### src/rtl/fid_pkg.sv
package fid_pkg;

  localparam int unsigned FID_W_DEF  = 4;
  localparam int unsigned DATA_W_DEF = 8;
  localparam int unsigned ADDR_W_DEF = 8;

  // Register offsets
  localparam logic [7:0] OFS_CPU_CTL = 8'h02;
  localparam logic [7:0] OFS_CS_VAL  = 8'h03;
  localparam logic [7:0] OFS_SLOT_ST = 8'h05;

  typedef enum logic [1:0] {
    RSEL_NONE = 2'd0,
    RSEL_CPU  = 2'd1,
    RSEL_CS   = 2'd2,
    RSEL_STAT = 2'd3
  } fid_rsel_e;

endpackage

### src/rtl/fid_rst_sync.sv
module fid_rst_sync #(
  parameter int unsigned STAGES = 2
) (
  input  logic clk,
  input  logic rst_ni,
  output logic rst_sync_no
);

  logic [STAGES-1:0] pipe_q;
  logic [STAGES-1:0] pipe_d;

  always_comb begin
    pipe_d = {pipe_q[STAGES-2:0], 1'b1};
  end

  always_ff @(posedge clk or negedge rst_ni) begin
    if (!rst_ni) begin
      pipe_q <= '0;
    end else begin
      pipe_q <= pipe_d;
    end
  end

  assign rst_sync_no = pipe_q[STAGES-1];

endmodule

### src/rtl/fid_slot_detect.sv
module fid_slot_detect #(
  parameter int unsigned SYNC_STAGES = 2
) (
  input  logic clk,
  input  logic rst_ni,
  input  logic slot_occ_ni,
  input  logic clr_req_i,
  output logic new_cpu_evt_o,
  output logic status_o
);

  // Reset value 0 means "occupied": no event fires on power-up.
  logic [SYNC_STAGES-1:0] sync_q;
  logic [SYNC_STAGES-1:0] sync_d;
  logic                   prev_q;
  logic                   prev_d;
  logic                   status_q;
  logic                   status_d;
  logic                   slot_lvl;
  logic                   evt;

  assign slot_lvl = sync_q[SYNC_STAGES-1];
  // Falling edge: was empty (1), now occupied (0)
  assign evt      = prev_q & ~slot_lvl;

  always_comb begin
    sync_d = {sync_q[SYNC_STAGES-2:0], slot_occ_ni};
    prev_d = slot_lvl;
    status_d = status_q;
    if (evt) begin
      status_d = 1'b1;
    end else if (clr_req_i) begin
      status_d = 1'b0;
    end
  end

  always_ff @(posedge clk or negedge rst_ni) begin
    if (!rst_ni) begin
      sync_q   <= '0;
      prev_q   <= 1'b0;
      status_q <= 1'b0;
    end else begin
      sync_q   <= sync_d;
      prev_q   <= prev_d;
      status_q <= status_d;
    end
  end

  assign new_cpu_evt_o = evt;
  assign status_o      = status_q;

  AST_STATUS_SET: assert property (@(posedge clk) disable iff (!rst_ni)
    evt |=> status_q);

  AST_STATUS_CLEAR: assert property (@(posedge clk) disable iff (!rst_ni)
    (clr_req_i && !evt) |=> !status_q);

  AST_EVT_SINGLE: assert property (@(posedge clk) disable iff (!rst_ni)
    evt |=> !evt);

  AST_NO_SPURIOUS_SET: assert property (@(posedge clk) disable iff (!rst_ni)
    (!evt && !status_q) |=> !status_q);

endmodule

### src/rtl/fid_regfile.sv
module fid_regfile
  import fid_pkg::*;
#(
  parameter int unsigned FID_W  = FID_W_DEF,
  parameter int unsigned ADDR_W = ADDR_W_DEF,
  parameter int unsigned DATA_W = DATA_W_DEF
) (
  input  logic              clk,
  input  logic              sb_rst_ni,
  input  logic              bat_rst_ni,
  input  logic              rstout_ni,
  input  logic              new_cpu_evt_i,
  input  logic              status_i,
  input  logic [ADDR_W-1:0] addr_i,
  input  logic              wr_i,
  input  logic [DATA_W-1:0] wdata_i,
  output logic [DATA_W-1:0] rdata_o,
  output logic              clr_req_o,
  output logic              ovr_en_o,
  output logic [FID_W-1:0]  cpu_val_o,
  output logic [FID_W-1:0]  cs_val_o
);

  localparam int unsigned EN_BIT   = FID_W;
  localparam int unsigned STAT_BIT = DATA_W - 1;
  localparam int unsigned CLR_BIT  = DATA_W - 2;

  localparam logic [ADDR_W-1:0] A_CPU  = ADDR_W'(OFS_CPU_CTL);
  localparam logic [ADDR_W-1:0] A_CS   = ADDR_W'(OFS_CS_VAL);
  localparam logic [ADDR_W-1:0] A_STAT = ADDR_W'(OFS_SLOT_ST);

  fid_rsel_e        rsel;
  logic             cpu_we;
  logic             cs_we;
  logic             cpu_clr;
  logic             en_q,  en_d;
  logic [FID_W-1:0] cpu_q, cpu_d;
  logic [FID_W-1:0] cs_q,  cs_d;
  logic             unused_wdata;

  assign unused_wdata = ^wdata_i;

  // Address decode
  always_comb begin
    unique case (addr_i)
      A_CPU:   rsel = RSEL_CPU;
      A_CS:    rsel = RSEL_CS;
      A_STAT:  rsel = RSEL_STAT;
      default: rsel = RSEL_NONE;
    endcase
  end

  assign cpu_we    = wr_i && (rsel == RSEL_CPU);
  assign cs_we     = wr_i && (rsel == RSEL_CS);
  assign clr_req_o = wr_i && (rsel == RSEL_STAT) && wdata_i[CLR_BIT];
  assign cpu_clr   = !rstout_ni || new_cpu_evt_i;

  // Next state: clears take priority over writes
  always_comb begin
    en_d  = en_q;
    cpu_d = cpu_q;
    if (cpu_clr) begin
      en_d  = 1'b0;
      cpu_d = '0;
    end else if (cpu_we) begin
      en_d  = wdata_i[EN_BIT];
      cpu_d = wdata_i[FID_W-1:0];
    end
  end

  always_comb begin
    cs_d = cs_q;
    if (cs_we) begin
      cs_d = wdata_i[FID_W-1:0];
    end
  end

  // Standby domain
  always_ff @(posedge clk or negedge sb_rst_ni) begin
    if (!sb_rst_ni) begin
      en_q  <= 1'b0;
      cpu_q <= '0;
    end else begin
      en_q  <= en_d;
      cpu_q <= cpu_d;
    end
  end

  // Battery domain
  always_ff @(posedge clk or negedge bat_rst_ni) begin
    if (!bat_rst_ni) begin
      cs_q <= '0;
    end else begin
      cs_q <= cs_d;
    end
  end

  // Read mux
  always_comb begin
    rdata_o = '0;
    unique case (rsel)
      RSEL_CPU: begin
        rdata_o[FID_W-1:0] = cpu_q;
        rdata_o[EN_BIT]    = en_q;
      end
      RSEL_CS:   rdata_o[FID_W-1:0] = cs_q;
      RSEL_STAT: rdata_o[STAT_BIT]  = status_i;
      default:   rdata_o = '0;
    endcase
  end

  assign ovr_en_o  = en_q;
  assign cpu_val_o = cpu_q;
  assign cs_val_o  = cs_q;

  AST_CPU_CLR_ON_EVENT: assert property (@(posedge clk) disable iff (!sb_rst_ni)
    new_cpu_evt_i |=> (!en_q && cpu_q == '0));

  AST_CPU_CLR_ON_RSTOUT: assert property (@(posedge clk) disable iff (!sb_rst_ni)
    !rstout_ni |=> (!en_q && cpu_q == '0));

  AST_CS_HOLD: assert property (@(posedge clk) disable iff (!bat_rst_ni)
    !cs_we |=> $stable(cs_q));

endmodule

### src/rtl/fid_out_mux.sv
module fid_out_mux #(
  parameter int unsigned FID_W  = 4,
  parameter int unsigned GROUPS = 2
) (
  input  logic                         ovr_en_i,
  input  logic [FID_W-1:0]             fid_in_i,
  input  logic [GROUPS-1:0][FID_W-1:0] ovr_val_i,
  output logic [GROUPS-1:0][FID_W-1:0] fid_o
);

  for (genvar g = 0; g < GROUPS; g++) begin : g_grp
    always_comb begin
      if (ovr_en_i) begin
        fid_o[g] = ovr_val_i[g];
      end else begin
        fid_o[g] = fid_in_i;
      end
    end
  end

endmodule

### src/rtl/fid_override_mux.sv
module fid_override_mux
  import fid_pkg::*;
#(
  parameter int unsigned FID_W       = FID_W_DEF,
  parameter int unsigned ADDR_W      = ADDR_W_DEF,
  parameter int unsigned DATA_W      = DATA_W_DEF,
  parameter int unsigned SYNC_STAGES = 2,
  parameter int unsigned RST_STAGES  = 2
) (
  input  logic              clk,
  input  logic              sb_rst_n,
  input  logic              bat_rst_n,
  input  logic              rstout_n,
  input  logic              slot_occ_n,
  input  logic [FID_W-1:0]  fid_in,
  output logic [FID_W-1:0]  cpu_fid_o,
  output logic [FID_W-1:0]  cs_fid_o,
  input  logic [ADDR_W-1:0] reg_addr,
  input  logic              reg_wr,
  input  logic [DATA_W-1:0] reg_wdata,
  output logic [DATA_W-1:0] reg_rdata
);

  localparam int unsigned N_RST   = 2;
  localparam int unsigned IDX_SB  = 0;
  localparam int unsigned IDX_BAT = 1;
  localparam int unsigned GROUPS  = 2;
  localparam int unsigned G_CPU   = 0;
  localparam int unsigned G_CS    = 1;

  logic [N_RST-1:0]             rst_raw;
  logic [N_RST-1:0]             rst_syn;
  logic                         new_cpu_evt;
  logic                         status;
  logic                         clr_req;
  logic                         ovr_en;
  logic [FID_W-1:0]             cpu_val;
  logic [FID_W-1:0]             cs_val;
  logic [GROUPS-1:0][FID_W-1:0] ovr_vals;
  logic [GROUPS-1:0][FID_W-1:0] mux_out;

  assign rst_raw[IDX_SB]  = sb_rst_n;
  assign rst_raw[IDX_BAT] = bat_rst_n;

  for (genvar r = 0; r < N_RST; r++) begin : g_rst
    fid_rst_sync #(.STAGES(RST_STAGES)) u_sync (
      .clk        (clk),
      .rst_ni     (rst_raw[r]),
      .rst_sync_no(rst_syn[r])
    );
  end

  fid_slot_detect #(.SYNC_STAGES(SYNC_STAGES)) u_slot (
    .clk          (clk),
    .rst_ni       (rst_syn[IDX_SB]),
    .slot_occ_ni  (slot_occ_n),
    .clr_req_i    (clr_req),
    .new_cpu_evt_o(new_cpu_evt),
    .status_o     (status)
  );

  fid_regfile #(.FID_W(FID_W), .ADDR_W(ADDR_W), .DATA_W(DATA_W)) u_regs (
    .clk          (clk),
    .sb_rst_ni    (rst_syn[IDX_SB]),
    .bat_rst_ni   (rst_syn[IDX_BAT]),
    .rstout_ni    (rstout_n),
    .new_cpu_evt_i(new_cpu_evt),
    .status_i     (status),
    .addr_i       (reg_addr),
    .wr_i         (reg_wr),
    .wdata_i      (reg_wdata),
    .rdata_o      (reg_rdata),
    .clr_req_o    (clr_req),
    .ovr_en_o     (ovr_en),
    .cpu_val_o    (cpu_val),
    .cs_val_o     (cs_val)
  );

  assign ovr_vals[G_CPU] = cpu_val;
  assign ovr_vals[G_CS]  = cs_val;

  fid_out_mux #(.FID_W(FID_W), .GROUPS(GROUPS)) u_mux (
    .ovr_en_i (ovr_en),
    .fid_in_i (fid_in),
    .ovr_val_i(ovr_vals),
    .fid_o    (mux_out)
  );

  assign cpu_fid_o = mux_out[G_CPU];
  assign cs_fid_o  = mux_out[G_CS];

  AST_STAT_RSVD_ZERO: assert property (@(posedge clk) disable iff (!rst_syn[IDX_SB])
    (reg_addr == ADDR_W'(OFS_SLOT_ST)) |-> (reg_rdata[DATA_W-2:0] == '0));

  AST_PASS_BOTH: assert property (@(posedge clk) disable iff (!rst_syn[IDX_SB])
    !ovr_en |-> (cpu_fid_o == fid_in && cs_fid_o == fid_in));

endmodule

### config.mk
export PLATFORM = sky130hd
export DESIGN_NAME = fid_override_mux
export DESIGN_NICKNAME = d
export VERILOG_FILES = /design/src/rtl/fid_pkg.sv /design/src/rtl/fid_rst_sync.sv /design/src/rtl/fid_slot_detect.sv /design/src/rtl/fid_regfile.sv /design/src/rtl/fid_out_mux.sv /design/src/rtl/fid_override_mux.sv
export SDC_FILE = /design/constraint.sdc
export NUM_CORES = 1
export LEC_CHECK = 0
export ABC_AREA = 0
export BUFFER_PORTS_ARGS = -buffer_cell sky130_fd_sc_hd__buf_2
export CAP_MARGIN = 40
export CORE_MARGIN = 4
export CORE_UTILIZATION = 49
export DETAILED_ROUTE_END_ITERATION = 12
export PLACE_DENSITY = 0.89
export SLEW_MARGIN = 25
export SYNTH_ARGS = -nofsm -noshare
export SYNTH_HDL_FRONTEND = slang
export SYNTH_HIERARCHICAL = 1
export SYNTH_SLANG_ARGS = --single-unit
export TNS_END_PERCENT = 100
### constraint.sdc
create_clock -name clk -period 8.3 [get_ports clk]
set_input_delay 1.66 -clock clk [delete_from_list [all_inputs] [get_ports clk]]
set_output_delay 1.66 -clock clk [all_outputs]
set_load 0.02 [all_outputs]
**Word level (Yosys, flattened, before mapping)**

Cells that the tools add are included.

- Bits in registers: 17
- Input bits: 26
- Output and inout bits: 16
- Logic and storage cells: 36

- Equal/unequal tests: 6
- Mux-type cells: 12
- Bitwise operators: 2
- Reductions and logical operators: 8

Operators by type and width:

| cell | count |
|---|---|
| equality test 8 x 2 -> 1 bit, second input constant | 2 |
| two-way mux 4 bit | 4 |
| equality test 8 x 3 -> 1 bit, second input constant | 1 |
| one-hot mux 4 bit (2 select lines) | 1 |
| two-way mux 1 bit | 6 |
| one-hot mux 2 bit (3 select lines) | 1 |
| equality test 2 bit, second input constant | 2 |
| logical AND 1 bit | 4 |
| nonzero test 2 bit | 2 |
| equality test 2 x 1 -> 1 bit, second input constant | 1 |
| bitwise AND 1 bit | 1 |
| logical NOT 1 bit | 1 |
| logical OR 1 bit | 1 |
| inverter 1 bit | 1 |

**Logic depth before layout (Yosys ltp)**

Gate-level depths: netlist of the first run.

- Word-level depth: 7
- Mapped depth: 6
- Gate-level depth less buffers: 6

**Cells and area by module**

The synthesis of the first run kept the hierarchy.

By module, submodules not included:

| module | times used | cells each | area an instance (um2) | seq. area each (um2) |
|---|---|---|---|---|
| fid_regfile | 1 | 57 | 580.6 | 225.2 |
| fid_out_mux | 1 | 9 | 131.4 | 0.0 |
| fid_slot_detect | 1 | 7 | 125.1 | 100.1 |
| fid_rst_sync | 2 | 3 | 53.8 | 50.0 |

**Least setup slack after synthesis of the first run**

No wires, ideal clock.

- Path kind: input port to output port
- Start: input port reg_addr[4]
- End: output port reg_rdata[0]
- Data arrival time: 3.426 ns
- Required time: 6.640 ns
- Slack: 3.214 ns
- Stages: 6
- Buffers on the path: 1
- Cells stage by stage: or4_4 -> or4b_1 -> ha_1 -> clkbuf_1 -> a22oi_1 -> nor2_1

- Longest elaborated chain between the ends: 4
- Elaborated cells between the ends (all ways): 7
- Classes of those cells: eq/ne (5); mux (2)

RTL lines:

| element | RTL line | text |
|---|---|---|
| start, declared | fid_override_mux.sv:18 | `input logic [ADDR_W-1:0] reg_addr,` |
| equality test 8 x 3 -> 1 bit / equality test 8 x 2 -> 1 bit (equally long branches) | fid_regfile.sv:45 | `unique case (addr_i)` |
| one-hot mux 2 bit (3 select lines) (*) | fid_regfile.sv:45 |  |
| equality test 2 bit / equality test 2 x 1 -> 1 bit (equally long branches) | fid_regfile.sv:101 | `unique case (rsel)` |
| one-hot mux 4 bit (2 select lines) (*) | fid_regfile.sv:101 |  |
| end, declared | fid_override_mux.sv:21 | `output logic [DATA_W-1:0] reg_rdata` |

Mark *: on every way between the ends. The rest lies on a longest branch, timed or not.

**Worst setup path in the final report of the first run**

- Start: input port reg_addr[4]
- End: output port reg_rdata[2]

The elaborated chain is that of the path after synthesis.

==> impl_metrics.toml, run 1 <==
[clocking]
cts_tree = "built"
clk_pin_slew_ps = 90
cts_setup_buffers = 0
numCtsBuffers = 3
cts_sinks = 17
post_cts_resize_count = 0
postCtsHoldBufs = 0
htree_levels = 1
cts_root_buf = "clkbuf_4"
clock_path_buffers = 2
clock_latency_ps = 280

[finish]
multi_input_area_sq_um = 485
fillers = 142
syn_to_final_growth_pct = 22.5
drive_gt1_share_pct = 52.6
regArea_sq_um = 425
final_net_count = 146
insertedDiodeCount = 0
fin_area_sq_um = 1160

[synthesis]
synth_fa_ha_area_share_pct = 3.97
netlist-cell-type-count = 28
synth_seq_area_share_pct = 45.0
synth.cell_area_sq_um = 945
yosysWarnings = 6
synth-seq-cells = 17
synthSimpleGateAreaFrac_pct = 13.6
muxShareOfSynthArea_pct = 17.5
syn_area_per_cell_sq_um = 12.0
synth-xor-area-share_pct = 0.927
synth_top_family_by_area = "multiplexers"
netlist_instances = 79
synth-compound-area-share_pct = 13.8

[detailed_routing]
routed.top_layer = "met4"
via_per_inst = 4.97
met1_length_um = 747
drc = 0
postRouteAntennaNets = 0
via_count = 701
drtPass1Iterations = 4
wl_per_cell_um = 12.9
route.met3.wl_um = 136
met2_length_um = 916
drt_iter0_markers = 15
finalWirelength_um = 1820

[timing]
report.final.slew_viol_count = 0
fin_crit_ps = 5310
fin_setup_tns_ps = 0
fin_worst_skew_ps = 1.15
rsz0062_at_grt = "false"
holdWs_ps = 63.9
post-route-period-util_pct = 64.0
hold_viol = 0
final-setup-viol-count = 0
max_freq_mhz = 188

[job]
drv_cap = 0

[critical_path]
cpPeakStageDelay_ps = 540
cp.buffers_inverters = 2
r2r_slack_ps = 7180
cp.required_ps = 6640
endpoint = "reg_rdata[2]"
startpoint_type = "primary input"
cp_top_family = "simple AND/OR/NAND/NOR gates"
r2r-start = "u_regs/ovr_en_o$_DFFE_PN0P_"
path_class = "in -> out"
critPathLaunch = "reg_addr[4]"
ff2ff_path_depth = 2
crit_top_cell = "buf_2"
path_cells = "buf_2 > or4_4 > or4b_1 > ha_1 > a22oi_1 > nor2_1 > buf_2"
cp-end-kind = "output port"
critical_path_peak_fanout = 15
critPathSlowestCell = "or4_4"
worstPathArrival_ps = 3650
r2r-end = "u_regs/ovr_en_o$_DFFE_PN0P_"
crit_cells = 7

[power_and_ir_drop]
power_density_nw_per_um2 = 131
ir_drop_mv = 0.0993
static-leakage-power_uw = 0.000569
report.power.total_uw = 152

[floorplanning]
row_count = 15
ios = 42
die_w_um = 51.9
start_util_pct = 53.0
die_area_sq_um = 2690
die_y_um = 51.9
core_area_sq_um = 1780

[placement]
port-buffer-count = 37
dp_hpwl_um = 1490
place_area_sq_um = 1130
routabilityCongestion = 0.700

[global_route]
overflow = 0
grt_pass1_vias = 720
antenna_found_initial = 0
grt_max_degree = 16
grtUsageTotal_pct = 15.3
grt_pass1_wl_um = 3060

[run_status]
status = "finished clean"

[hold_path]
hold_class = "reg -> async"
==> per-stage QoR <==
step	cells	util [%]	setup WS, ps
final	141	64.9	2990
after global routing	141	64.9	2870
after CTS	141	64.9	3010
after detailed placement	137	63.4	3020
after global placement	137	63.4	3030
after floorplan	80	-	3210
==> power by group <==
part	internal (uW)	switching [uW]	leakage (uW)
Sequential	86.3	3.41	0.000215
Clock	18.6	22.5	0.0000150
Combinational	10.7	10.0	0.000339
==> synthesized netlist by cell type <==
library cell / number / area (sq um)
xnor2_1: 1 / 8.76
conb_1: 3 / 11.3
nand2_1: 1 / 3.75
nor2b_4: 1 / 13.8
or3b_2: 1 / 8.76
and3_1: 1 / 6.26
buf_6: 1 / 11.3
mux2_4: 8 / 120
a211oi_1: 1 / 7.51
nor2_1: 4 / 15.0
nand3b_1: 1 / 7.51
dfrtp_1: 17 / 425
mux2_2: 4 / 45.0
or4b_1: 1 / 10.0
a211o_2: 1 / 10.0
a21o_1: 1 / 7.51
clkbuf_1: 2 / 7.51
or4_4: 1 / 11.3
ha_1: 3 / 37.5
nor4b_1: 1 / 8.76
and2_1: 2 / 12.5
inv_1: 1 / 3.75
nand3_1: 5 / 25.0
nand2b_1: 1 / 6.26
buf_4: 2 / 15.0
a22oi_1: 4 / 30.0
a21oi_1: 5 / 25.0
a21bo_2: 5 / 50.1
==> per-layer routing <==
layer / vias up / GRT usage, %
met2: 28 / 25.1
met4: 0 / 8.73
met1: 321 / 18.6
met3: 2 / 2.87
li1: 350 / -
met5: - / 0
==> state kept, by name, indices dropped and copies added, names as in the netlist <==
signal               cells
g_rst.u_sync/pipe_q      4
u_regs/cpu_val_o         4
u_regs/cs_val_o          4
u_regs/ovr_en_o          1
u_slot/prev_q            1
u_slot/status_o          1
u_slot/sync_q            2
==> cells by family (layout without fill, tap and decap cells) <==
kind of cell | after synthesis | in the layout
other cells | 3 | 4
compound gates | 17 | 17
simple gates | 20 | 20
fa+ha+maj | 3 | 3
mux | 12 | 12
flops | 17 | 17
xor+xnor | 1 | 1
buf+inv | 6 | 42
==> layout by cell type, fill, tap and decap left out, types with 2 or more instances in the layout <==
master and instances:
a21bo_2 5, a21oi_1 5, a22oi_1 4, and2_1 2, buf_2 37, clkbuf_4 3
conb_1 4, dfrtp_1 17, ha_1 3, mux2_2 4, mux2_4 8, nand3_1 5
nor2_1 4
==> area by class of cell <==
type	instances	area share, %
tap	25	2.70
multi-input combinational	57	41.9
inverter	1	0.324
timing repair buffer	37	16.0
sequential	17	36.8
clock buffer	4	2.27
==> worst min-delay path by stage <==
stage / slack [ps] / depth (start not counted) / endpoint
2_1_floorplan: 40 / 0 / u_regs/cs_val_o[0]$_DFFE_PN0P_
3_3_place_gp: 50 / 0 / u_regs/cs_val_o[0]$_DFFE_PN0P_
3_5_place_dp: 60 / 0 / u_regs/cs_val_o[3]$_DFFE_PN0P_
4_1_cts: 70 / 0 / u_regs/cs_val_o[3]$_DFFE_PN0P_
5_1_grt: 90 / 0 / u_regs/cs_val_o[3]$_DFFE_PN0P_
6_report: 60 / 0 / u_regs/cs_val_o[2]$_DFFE_PN0P_
(Power assumes the default switching activity.)
==> run 2, diff against run 1 <==
--- a/config.mk
+++ b/config.mk
@@ -9,9 +9,9 @@
 export BUFFER_PORTS_ARGS = -buffer_cell sky130_fd_sc_hd__buf_2
 export CAP_MARGIN = 40
 export CORE_MARGIN = 4
-export CORE_UTILIZATION = 49
+export CORE_UTILIZATION = 41
 export DETAILED_ROUTE_END_ITERATION = 12
-export PLACE_DENSITY = 0.89
+export PLACE_DENSITY = 0.8
 export SLEW_MARGIN = 25
 export SYNTH_ARGS = -nofsm -noshare
 export SYNTH_HDL_FRONTEND = slang
==> constraint.sdc (replaced) <==
create_clock -name clk -period 4.8 [get_ports clk]
set_input_delay 0.96 -clock clk [delete_from_list [all_inputs] [get_ports clk]]
set_output_delay 0.96 -clock clk [all_outputs]
set_load 0.02 [all_outputs]
==> impl_metrics.toml, run 2 (synthesis gave the netlist of run 1 again) <==
[run_status]
status = "finished clean"

[clocking]
cts_sinks = 17
postCtsHoldBufs = 0
htree_levels = 1
cts_setup_buffers = 0
cts_root_buf = "clkbuf_4"
clock_latency_ps = 280
numCtsBuffers = 3
clock_path_buffers = 2
post_cts_resize_count = 0
cts_tree = "built"
clk_pin_slew_ps = 90

[critical_path]
cpPeakStageDelay_ps = 540
worstPathArrival_ps = 2910
path_class = "in -> out"
critPathSlowestCell = "or4_4"
critical_path_peak_fanout = 15
path_cells = "buf_2 > or4_4 > or4b_1 > ha_1 > a22oi_1 > nor2_1 > buf_2"
startpoint_type = "primary input"
cp-end-kind = "output port"
cp_top_family = "simple AND/OR/NAND/NOR gates"
cp.buffers_inverters = 2
cp.required_ps = 3840
crit_top_cell = "buf_2"

[floorplanning]
start_util_pct = 42.7
die_w_um = 56
die_y_um = 56
core_area_sq_um = 2210
row_count = 17
ios = 42
die_area_sq_um = 3140

[detailed_routing]
drt_iter0_markers = 19
drc = 0
via_count = 703
via_per_inst = 4.88
drtPass1Iterations = 4
postRouteAntennaNets = 0
wl_per_cell_um = 12.6
finalWirelength_um = 1820

[finish]
multi_input_area_sq_um = 485
fillers = 206
final_cell_mix = "buf_2, dfrtp_1, mux2_4"
syn_to_final_growth_pct = 22.9
final_common_cell = "buf_2"
drive_gt1_share_pct = 52.6
final_net_count = 146
regArea_sq_um = 425
insertedDiodeCount = 0

[placement]
routabilityCongestion = 0.785
port-buffer-count = 37
dp_hpwl_um = 1600

[hold_path]
hold_class = "reg -> async"

[timing]
final-setup-viol-count = 0
fin_setup_tns_ps = 0
fin_crit_ps = 3870
hold_viol = 0
rsz0062_at_grt = "false"
fin_worst_skew_ps = 8.64
holdWs_ps = 63.8
post-route-period-util_pct = 80.7
max_freq_mhz = 258
report.final.slew_viol_count = 0

[global_route]
grtUsageMet3_pct = 2.32
overflow = 0
antenna_found_initial = 0
met1_usage_pct = 15.0
grt_pass1_wl_um = 3080
grt_busiest_layer = "met2"
grt_pass1_vias = 686
met2_usage_pct = 20.4
grt_max_degree = 16
grtUsageTotal_pct = 12.4

[power_and_ir_drop]
ir_drop_mv = 0.169
static-leakage-power_uw = 0.000569
report.power.total_uw = 262
power_density_nw_per_um2 = 226

[job]
drv_cap = 0
-- run 2: layer usage --
| layer | vias to the layer above | routed length, um |
|---|---|---|
| li1 | 352 | - |
| met5 | - | 0 |
| met2 | 30 | 891 |
| met3 | 4 | 166 |
| met4 | 0 | 34 |
| met1 | 317 | 725 |
-- run 2: worst paths after layout --
| path | cells after the start | to | from | slack, ps |
|---|---|---|---|---|
| max | 7 | reg_rdata[3] | reg_addr[4] | 930 |
| min reg2reg | 0 | u_regs/cs_val_o[0]$_DFFE_PN0P_ | g_rst[1].u_sync/pipe_q[1]$_DFF_PN0_ | 60 |
| min in group clk | 0 | g_rst[1].u_sync/pipe_q[1]$_DFF_PN0_ | g_rst[1].u_sync/pipe_q[0]$_DFF_PN0_ | 360 |
| max reg2reg | 2 | u_regs/ovr_en_o$_DFFE_PN0P_ | u_regs/ovr_en_o$_DFFE_PN0P_ | 3680 |
| min | 0 | u_regs/cs_val_o[0]$_DFFE_PN0P_ | g_rst[1].u_sync/pipe_q[1]$_DFF_PN0_ | 60 |
| max in group asynchronous | 1 | g_rst[1].u_sync/pipe_q[0]$_DFF_PN0_ | bat_rst_n | 4270 |
-- run 2: final cells by class --
class / instances / share of cell area (%)
Clock buffer: 4 / 2.26
Inverter: 1 / 0.323
Multi-Input combinational cell: 57 / 41.8
Sequential cell: 17 / 36.6
Tap cell: 28 / 3.02
Timing Repair Buffer: 37 / 15.9
-- run 2: where the power goes --
group          switching, uW  total [uW]  internal (uW)
combinational           17.5        36.0           18.5
clock                   39.2        71.5           32.2
sequential              5.79         155            149
total                   62.5         262            200
-- run 2: per-stage QoR --
step           instance area (sq um)  worst slack (ps)  utilization [%]  cells
4_1_cts                         1160               925             52.5    144
2_1_floorplan                    948              1110                -     80
3_3_place_gp                    1130               939             51.3    140
5_1_grt                         1160               814             52.5    144
3_5_place_dp                    1130               932             51.3    140
6_report                        1160               925             52.5    144
-- run 2: worst register-to-register path, delay by kind of cell (launching register included) --
kind / cells / cell delay [ps]
AO/OA/AOI/OAI: 2 / 410
flip-flops: 1 / 650
==> run 3, diff against run 2 <==
==> constraint.sdc (replaced) <==
create_clock -name clk -period 3.1 [get_ports clk]
set_input_delay 0.62 -clock clk [delete_from_list [all_inputs] [get_ports clk]]
set_output_delay 0.62 -clock clk [all_outputs]
set_load 0.02 [all_outputs]
==> impl_metrics.toml, run 3 (synthesis gave the netlist of run 1 again) <==
[clocking]
htree_levels = 1
cts_root_buf = "clkbuf_4"
cts_sinks = 17
cts_tree = "built"
cts_setup_buffers = 0
post_cts_resize_count = 1
clock_latency_ps = 280
clock_path_buffers = 2
postCtsHoldBufs = 0
numCtsBuffers = 3
clk_pin_slew_ps = 100

[finish]
drive_gt1_share_pct = 58.8
final_cell_mix = "buf_2, dfrtp_1, mux2_4"
final_cell_count_no_fill = 147
final_net_count = 149
fillers = 190
final_common_cell = "buf_2"
multi_input_area_sq_um = 518
syn_to_final_growth_pct = 28.9
final_util_pct = 55.0
insertedDiodeCount = 0
regArea_sq_um = 425

[critical_path]
cp.required_ps = 2480
r2r_slack_ps = 1970
critPathSlowestCell = "or4_4"
path_cells = "buf_2 > or4_4 > or4b_4 > ha_4 > a22oi_1 > nor2_1 > buf_2"
crit_top_cell = "buf_2"
r2r-start = "u_regs/ovr_en_o$_DFFE_PN0P_"
r2r-end = "u_regs/ovr_en_o$_DFFE_PN0P_"
critPathLaunch = "reg_addr[4]"
startpoint_type = "primary input"
cpPeakStageDelay_ps = 560
ff2ff_path_depth = 2
cp-end-kind = "output port"
worstPathArrival_ps = 2420
critical_path_peak_fanout = 8
path_class = "in -> out"

[timing]
holdWs_ps = 67.8
max_freq_mhz = 329
fin_worst_skew_ps = 5.42
fin_crit_ps = 3040
post-route-period-util_pct = 98.1
hold_viol = 0
rsz0062_at_grt = "false"
report.final.slew_viol_count = 0
final-setup-viol-count = 0

[global_route]
grt_pass1_vias = 763
grt_pass1_wl_um = 3260
grt_max_degree = 13
grtUsageTotal_pct = 13.2
antenna_found_initial = 0
overflow = 0

[run_status]
status = "finished clean"

[detailed_routing]
drtPass1Iterations = 4
drt_iter0_markers = 5
finalWirelength_um = 2100
via_per_inst = 5.13
postRouteAntennaNets = 0
via_count = 754
drc = 0
wl_per_cell_um = 14.3

[power_and_ir_drop]
power_density_nw_per_um2 = 338
p_switching_uw = 104
clock_power_share_pct = 27.6
ir_drop_mv = 0.310
switching_share_pct = 25.1
static-leakage-power_uw = 0.000592
pwr-share-comb_pct = 14.1
p_int_uw = 308
seq_power_share_pct = 58.3

[floorplanning]
start_util_pct = 42.7
die_w_um = 56
core_area_sq_um = 2210
row_count = 17
die_area_sq_um = 3140
die_y_um = 56
ios = 42

[placement]
port-buffer-count = 37
dp.cells = 143
dp_hpwl_um = 1730
routabilityCongestion = 0.831

[hold_path]
hold_class = "reg -> async"

[job]
drv_cap = 0
## run 3: worst max-delay path, delay by kind of cell
family	cells	cell delay, ps
AND/OR/NAND/NOR	3	1170
adder cells (fa/ha/maj)	1	210
buffers and inverters	2	240
AO/OA/AOI/OAI	1	180
## run 3: worst max path at each step
| stage | endpoint | slack [ps] | cells past startpoint |
|---|---|---|---|
| 6_report | reg_rdata[0] | 60 | 7 |
| 5_1_grt | reg_rdata[2] | 10 | 7 |
| 4_1_cts | reg_rdata[0] | 60 | 7 |
| 3_5_place_dp | reg_rdata[0] | -20 | 7 |
| 3_3_place_gp | reg_rdata[3] | 20 | 7 |
| 2_1_floorplan | reg_rdata[0] | 90 | 6 |
## run 3: per-stage QoR
| step | setup TNS, ps | cell area [sq um] | worst slack (ps) | total power, uW |
|---|---|---|---|---|
| after CTS | 0 | 1190 | 55.6 | 416 |
| after global routing | 0 | 1220 | 11.3 | 435 |
| final | 0 | 1220 | 57.7 | 412 |
| after floorplan | 0 | 948 | 93.7 | 275 |
| after global placement | 0 | 1160 | 16.8 | 298 |
| after detailed placement | -20.2 | 1160 | -16.4 | 302 |
## run 3: power groups by stage
stage,clock network (uW),registers (uW),logic (uW)
2_1_floorplan,0,241,33.3
4_1_cts,119,240,56.8
5_1_grt,130,242,63.0
3_5_place_dp,0,245,56.7
3_3_place_gp,0,244,54.4
6_report,114,240,58.1
## run 3: cell type report
cell class / count / area share [%]
Timing Repair Buffer: 40 / 17.1
Inverter: 1 / 0.308
Sequential cell: 17 / 34.9
Tap cell: 28 / 2.88
Clock inverter: 1 / 0.411
Multi-Input combinational cell: 57 / 42.5
Clock buffer: 3 / 1.85
## run 3: layer usage
metal | track usage (%) | routed length (um) | vias to the layer above
li1 | - | - | 361
met1 | 13.7 | 774 | 356
met2 | 24.0 | 1110 | 33
met3 | 3.71 | 185 | 4
met4 | 6.10 | 23 | 0
met5 | 0 | 0 | -
